--- src/rtl/biquad_pkg.sv ---
package biquad_pkg;
  // Strobes from the control unit to the datapath.
  typedef struct packed {
    logic advance;  // accept one sample: all registers step
    logic clear;    // synchronous clear of every register
  } iirStrobe_t;
endpackage

--- src/rtl/coef_mul.sv ---
// Multiplies a wide accumulator value by a fixed signed coefficient and
// rounds the product back to the accumulator's fraction position.
module coef_mul #(
  parameter int ACC_W     = 32,
  parameter int COEF_W    = 16,
  parameter int COEF_FRAC = 13,
  parameter int COEF      = 0
) (
  input  logic signed [ACC_W-1:0] operand,
  output logic signed [ACC_W-1:0] product
);
  localparam int PROD_W = ACC_W + COEF_W;
  localparam logic signed [COEF_W-1:0] COEF_Q = COEF_W'(COEF);
  localparam logic signed [PROD_W-1:0] HALF_LSB = PROD_W'(1) <<< (COEF_FRAC - 1);

  logic signed [PROD_W-1:0] wideProd;
  logic signed [PROD_W-1:0] biased;

  always_comb begin
    wideProd = PROD_W'(operand) * PROD_W'(COEF_Q);
    biased   = wideProd + HALF_LSB;
    product  = ACC_W'(biased >>> COEF_FRAC);
  end
endmodule

--- src/rtl/biquad_sect.sv ---
// Transposed second-order section with fixed 1,2,1 feedforward taps.
module biquad_sect
  import biquad_pkg::*;
#(
  parameter int ACC_W     = 32,
  parameter int COEF_W    = 16,
  parameter int COEF_FRAC = 13,
  parameter int FB_NEAR   = 0,   // feedback into the first state node
  parameter int FB_FAR    = 0    // feedback into the second state node
) (
  input  logic                    clk,
  input  iirStrobe_t              strb,
  input  logic signed [ACC_W-1:0] xIn,
  output logic signed [ACC_W-1:0] yOut
);
  localparam int NUM_FB = 2;
  localparam int FB_TAPS [NUM_FB] = '{FB_NEAR, FB_FAR};

  logic signed [ACC_W-1:0] nodeA, nodeB;
  logic signed [ACC_W-1:0] fbTerm [NUM_FB];
  logic signed [ACC_W-1:0] nodeANext, nodeBNext;

  assign yOut = xIn + nodeB;

  for (genvar g = 0; g < NUM_FB; g++) begin : g_fb
    coef_mul #(
      .ACC_W(ACC_W), .COEF_W(COEF_W), .COEF_FRAC(COEF_FRAC), .COEF(FB_TAPS[g])
    ) u_fb (
      .operand(yOut),
      .product(fbTerm[g])
    );
  end

  always_comb begin
    nodeANext = xIn + fbTerm[0];
    nodeBNext = nodeA + (xIn <<< 1) + fbTerm[1];
  end

  always_ff @(posedge clk) begin
    if (strb.clear) begin
      nodeA <= '0;
      nodeB <= '0;
    end else if (strb.advance) begin
      nodeA <= nodeANext;
      nodeB <= nodeBNext;
    end
  end


  sect_hold_chk: assert property (@(posedge clk) disable iff (strb.clear)
    !strb.advance |=> ($stable(nodeA) && $stable(nodeB)));


  sect_clear_chk: assert property (@(posedge clk) disable iff (strb.clear)
    $past(strb.clear) |-> (nodeA == '0 && nodeB == '0));
endmodule

--- src/rtl/iir_ctrl.sv ---
// Turns the reset and sample strobe into datapath strobes and the valid flag.
module iir_ctrl
  import biquad_pkg::*;
(
  input  logic       clk,
  input  logic       rst,
  input  logic       sampleEn,
  output iirStrobe_t strb,
  output logic       outValid
);
  always_comb begin
    strb.clear   = rst;
    strb.advance = sampleEn & ~rst;
  end

  always_ff @(posedge clk) begin
    if (rst) outValid <= 1'b0;
    else     outValid <= sampleEn;
  end


  valid_follow_chk: assert property (@(posedge clk) disable iff (rst)
    sampleEn |=> outValid);


  valid_idle_chk: assert property (@(posedge clk) disable iff (rst)
    !sampleEn |=> !outValid);
endmodule

--- src/rtl/iir_datapath.sv ---
// Two cascaded sections, the scaled inter-stage register and the output stage.
module iir_datapath
  import biquad_pkg::*;
#(
  parameter int DATA_W    = 16,
  parameter int DATA_FRAC = 13,
  parameter int ACC_W     = 32,
  parameter int ACC_FRAC  = 20,
  parameter int COEF_W    = 16,
  parameter int COEF_FRAC = 13,
  parameter int A_FB_NEAR = -6144,
  parameter int A_FB_FAR  = 4608,
  parameter int B_FB_NEAR = -2816,
  parameter int B_FB_FAR  = 8192,
  parameter int MID_GAIN  = 1024
) (
  input  logic                     clk,
  input  iirStrobe_t               strb,
  input  logic signed [DATA_W-1:0] sampleIn,
  output logic signed [DATA_W-1:0] sampleOut
);
  localparam int ALIGN = ACC_FRAC - DATA_FRAC;
  localparam logic signed [ACC_W-1:0] ROUND_HALF = ACC_W'(1) <<< (ALIGN - 1);
  localparam logic signed [ACC_W-1:0] SAT_HI = ACC_W'((64'sd1 <<< (DATA_W - 1)) - 64'sd1);
  localparam logic signed [ACC_W-1:0] SAT_LO = ACC_W'(-(64'sd1 <<< (DATA_W - 1)));

  logic signed [ACC_W-1:0] inWide;
  logic signed [ACC_W-1:0] yA, yB;
  logic signed [ACC_W-1:0] scaledA;
  logic signed [ACC_W-1:0] midReg;
  logic signed [ACC_W-1:0] roundedB, shiftedB;
  logic signed [DATA_W-1:0] narrowB;

  assign inWide = ACC_W'(sampleIn) <<< ALIGN;

  biquad_sect #(
    .ACC_W(ACC_W), .COEF_W(COEF_W), .COEF_FRAC(COEF_FRAC),
    .FB_NEAR(A_FB_NEAR), .FB_FAR(A_FB_FAR)
  ) u_sectA (
    .clk(clk), .strb(strb), .xIn(inWide), .yOut(yA)
  );

  coef_mul #(
    .ACC_W(ACC_W), .COEF_W(COEF_W), .COEF_FRAC(COEF_FRAC), .COEF(MID_GAIN)
  ) u_midGain (
    .operand(yA), .product(scaledA)
  );

  biquad_sect #(
    .ACC_W(ACC_W), .COEF_W(COEF_W), .COEF_FRAC(COEF_FRAC),
    .FB_NEAR(B_FB_NEAR), .FB_FAR(B_FB_FAR)
  ) u_sectB (
    .clk(clk), .strb(strb), .xIn(midReg), .yOut(yB)
  );

  // Round to the output fraction, then clamp to the output range.
  always_comb begin
    roundedB = yB + ROUND_HALF;
    shiftedB = roundedB >>> ALIGN;
    if (shiftedB > SAT_HI)      narrowB = DATA_W'(SAT_HI);
    else if (shiftedB < SAT_LO) narrowB = DATA_W'(SAT_LO);
    else                        narrowB = DATA_W'(shiftedB);
  end

  always_ff @(posedge clk) begin
    if (strb.clear) begin
      midReg    <= '0;
      sampleOut <= '0;
    end else if (strb.advance) begin
      midReg    <= scaledA;
      sampleOut <= narrowB;
    end
  end


  out_hold_chk: assert property (@(posedge clk) disable iff (strb.clear)
    !strb.advance |=> ($stable(sampleOut) && $stable(midReg)));


  out_clear_chk: assert property (@(posedge clk) disable iff (strb.clear)
    $past(strb.clear) |-> (sampleOut == '0 && midReg == '0));


  no_wrap_chk: assert property (@(posedge clk) disable iff (strb.clear)
    (strb.advance && !yB[ACC_W-1]) |=> !sampleOut[DATA_W-1]);
endmodule

--- src/rtl/biquad_cascade.sv ---
module biquad_cascade
  import biquad_pkg::*;
#(
  parameter int DATA_W    = 16,
  parameter int DATA_FRAC = 13,
  parameter int ACC_W     = 32,
  parameter int ACC_FRAC  = 20,
  parameter int COEF_W    = 16,
  parameter int COEF_FRAC = 13,
  parameter int A_FB_NEAR = -6144,
  parameter int A_FB_FAR  = 4608,
  parameter int B_FB_NEAR = -2816,
  parameter int B_FB_FAR  = 8192,
  parameter int MID_GAIN  = 1024
) (
  input  logic                     clk,
  input  logic                     rst,
  input  logic                     sampleEn,
  input  logic signed [DATA_W-1:0] sampleIn,
  output logic signed [DATA_W-1:0] sampleOut,
  output logic                     outValid
);
  iirStrobe_t strb;

  iir_ctrl u_ctrl (
    .clk(clk), .rst(rst), .sampleEn(sampleEn), .strb(strb), .outValid(outValid)
  );

  iir_datapath #(
    .DATA_W(DATA_W), .DATA_FRAC(DATA_FRAC), .ACC_W(ACC_W), .ACC_FRAC(ACC_FRAC),
    .COEF_W(COEF_W), .COEF_FRAC(COEF_FRAC),
    .A_FB_NEAR(A_FB_NEAR), .A_FB_FAR(A_FB_FAR),
    .B_FB_NEAR(B_FB_NEAR), .B_FB_FAR(B_FB_FAR), .MID_GAIN(MID_GAIN)
  ) u_dp (
    .clk(clk), .strb(strb), .sampleIn(sampleIn), .sampleOut(sampleOut)
  );
endmodule

--- config.mk ---
export PLATFORM = sky130hd
export DESIGN_NAME = biquad_cascade
export DESIGN_NICKNAME = d
export VERILOG_FILES = /design/src/rtl/biquad_pkg.sv /design/src/rtl/coef_mul.sv /design/src/rtl/biquad_sect.sv /design/src/rtl/iir_ctrl.sv /design/src/rtl/iir_datapath.sv /design/src/rtl/biquad_cascade.sv
export SDC_FILE = /design/constraint.sdc
export NUM_CORES = 1
export LEC_CHECK = 0
export BUFFER_PORTS_ARGS = -buffer_cell sky130_fd_sc_hd__buf_2
export CORE_AREA = 3 3 225 227
export CTS_CLUSTER_DIAMETER = 120
export DETAILED_ROUTE_END_ITERATION = 12
export DIE_AREA = 0 0 228 230
export GPL_TIMING_DRIVEN = 1
export PLACE_DENSITY = 0.76
export SETUP_SLACK_MARGIN = 0.1
export SLEW_MARGIN = 15
export SYNTH_ARGS = -nofsm -noshare
export SYNTH_HDL_FRONTEND = slang
export SYNTH_SLANG_ARGS = --single-unit
export TNS_END_PERCENT = 100
--- constraint.sdc ---
create_clock -name clk -period 26.7 [get_ports clk]
set_input_delay 6.675 -clock clk [delete_from_list [all_inputs] [get_ports clk]]
set_output_delay 6.675 -clock clk [all_outputs]
set_load 0.05 [all_outputs]
==> metrics.txt <==
DRC=0; CP most frequent cell=ha_1; DRT antenna net count=0; CTS resizes=0; Syn Inst Count=approximately 3400; die width=approximately 230 um; Cell Area, Synth=roughly 0.027 mm^2; WP buf/inv=3; num rows=around 80; CP arrival=about 15 ns; # hold bufs at CTS=0; number of flops mapped to enable cells by yosys=0; Starting Density=55.0%; end of the worst register-to-register path=u_dp.u_sectB.nodeA[31]; Reg2Reg Depth=38; ys flop type=dfxtp_1; HPWL Detailed=between 50000 and 60000 um; post-synth top area share=between 20% and 30%; setup repair bufs after CTS=0; # IOs=36; Post-Syn Nets=approximately 3900; slowest CP cell=nor4_1; clk_skew=around 0.022 ns; Buffers on Ports=35; ys async rst share=0%; largest net degree at the start of global routing=85; largest family of logic cells by synthesized area=adder cells; Critical Path Start Type=primary input; core area=a little under 0.05 mm^2; post-synthesis compound-gate area fraction=approximately a fifth; CTS tree=yes; Die ar.=0.0524 mm^2; post-placement setup slack=about 12 ns; count of pins over their slew limit=0; filler instances=4629; Storage cell area=around 0.0035 mm^2; Simple-Gate Fraction of Synth Area=between 15 and 20%; global route overflow=0; multiplexer area fraction after synthesis=around 3.6%; slack of the worst reg-to-reg path=about 17 ns; period utilization=between 50 and 60%; Skew-Pair Late Insertion Delay=0.51 ns; sequential fraction of the synthesis area=between 10% and 20%; distinct cell type count after synthesis=approximately 110; synth top area cells=ha_1 20%, dfxtp_1 13%, xnor2_1 7.6%, fa_1 5.8%, inv_1 5.0%; Synth Area per Inst=about 7.9 um^2; outcome=finished clean; Hold Path Class=register to register; adder-cell share of the synthesized area=between 20% and 30%; min-delay src=u_dp.sampleOut[12]; vias=roughly 24000; critical path type=primary input to register; Max Cap Viol=0; # H-tree levels=4; CP delay by family, top=compound AO/OA/AOI/OAI gates; Hold Crit Depth=1; share of cells above drive strength 1=4.47%; Multi-input gate area=between 0.02 and 0.025 mm^2; drt first pass iters=5; YS warnings=0; vias per cell=between 5 and 6; XOR/XNOR Fraction of Synth Area=12.3%; antenna violations before repair=1; Setup TNS Final=0 ns; Total Wirelength=~66000 um; Slew Limit Headroom=approximately a quarter; slowest stage delay, CP=between 0.8 and 0.9 ns; WL/cell=approximately 16 um; Synth Register Bits=about 180; WP depth=35; Max clock buf depth=2; area growth from synthesis to layout=4.99%; RR Startpoint=u_dp.midReg[0]; endpoint type of the worst setup path=register; Worst-Margin Slew=1.12 ns; DIE HEIGHT=230 um; Min-Delay Endpoint=u_dp.sampleOut[12]; Total GRT Usage=between 20 and 25%; final-stage net count=around 4000; Final GP Congestion=0.944; Yosys top cell by area=ha_1; RSZ-0062 raised after global routing=no; final worst slack=12.25 ns; Num CTS Buffers=17; Clock transition at path regs=approximately 0.070 ns; first-pass GRT wire length=about 110000 um; Worst EP required=approximately 27 ns; 1st-iter DRT viols=1729; Fmax=between 60 and 70 MHz; vias in the first global route=~23000; Final Hold Fails=0; setup violators final=0; fin crit period=14.45 ns; Clock Tree Root=clkbuf_16; total clock sinks=about 180; critical path fanouts, max=5
==> cells in the final DEF, fill, tap and decap left out, types with 64 or more instances in the layout <==
| cell type | count |
|---|---|
| xor2_1 | 131 |
| dfxtp_1 | 175 |
| nor3_1 | 83 |
| a21o_1 | 125 |
| inv_1 | 357 |
| ha_1 | 439 |
| a21oi_1 | 221 |
| a211oi_1 | 64 |
| fa_1 | 78 |
| mux2i_1 | 93 |
| o21ai_0 | 123 |
| nand3_1 | 91 |
| nand2_1 | 199 |
| nor2_1 | 334 |
| xnor2_1 | 233 |
==> how the worst max path moves through the flow <==
stage	startpoint	end	slack, ns
floorplan	sampleIn[0]	u_dp.u_sectA.nodeA[31]	12.94
global placement	sampleIn[0]	u_dp.u_sectA.nodeB[31]	12.04
detailed placement	sampleIn[0]	u_dp.u_sectA.nodeB[31]	11.88
CTS	sampleIn[0]	u_dp.u_sectA.nodeB[31]	12.30
global route	sampleIn[0]	u_dp.u_sectA.nodeB[31]	11.69
finish	sampleIn[0]	u_dp.u_sectA.nodeB[31]	12.25
==> synthesized netlist by cell type, drive strengths merged (11+ instances only) <==
library cell	count
xor2	132
o31a	11
a211o	17
a21boi	12
and3	48
or2	19
nand4	37
o31ai	17
buf	19
or3	16
dfxtp	175
clkbuf	55
mux2i	93
o21bai	28
a211oi	66
ha	439
a21oi	225
o21ai	136
xnor2	237
o211ai	16
nor2	336
nor4	19
a21o	125
and2	27
nand2b	31
inv	365
o21a	37
a221o	15
nor2b	20
a31oi	22
nor3b	11
nand2	201
nand3	91
fa	78
nor3	88
==> cells by family (layout without fill, tap and decap cells) <==
family,count (synthesis),after routing
XOR/XNOR,370,370
other,0,1
AND/OR/NAND/NOR,988,988
buffers and inverters,439,439
AO/OA/AOI/OAI,813,813
flip-flops,175,175
multiplexers,95,95
adder cells (fa/ha/maj),517,517
==> layout make-up <==
type / instances / area share, %
multi-input cells: 2783 / 76.9
diodes: 1 / 0.00888
well taps: 664 / 2.95
clock inverters: 15 / 0.528
repair buffers: 42 / 0.848
clock buffers: 17 / 1.51
inverters: 365 / 4.86
flip-flops and latches: 175 / 12.4
==> routing by layer <==
layer  up-vias  routed length [um]  GRT usage [%]
met5         -                   0              0
met1     11000               31600           33.4
met2       538               29900           42.3
met3       100                3010           2.81
met4         0                1440           7.08
li1      12000                   -              -
==> sequential cells by signal (all words and copies together), names as in the netlist <==
signal,flops
u_dp.u_sectA.nodeA,32
u_dp.u_sectA.nodeB,32
u_dp.u_sectB.nodeB,32
u_dp.u_sectB.nodeA,32
u_dp.midReg,30
u_dp.sampleOut,16
u_ctrl.outValid,1
==> stage by stage <==
step,cell area (um^2),hold slack [ns],utilization [%],std cells
floorplan,26900,0.425,-,3397
global placement,27600,0.437,56.5,4029
detailed placement,27600,0.447,56.5,4029
CTS,28200,0.463,57.7,4061
global route,28200,0.476,57.7,4062
finish,28200,0.460,57.7,4062
Power is left out: the tool's default activity adds up to more than one toggle a clock period on the data nets, which glitch-free logic cannot reach.
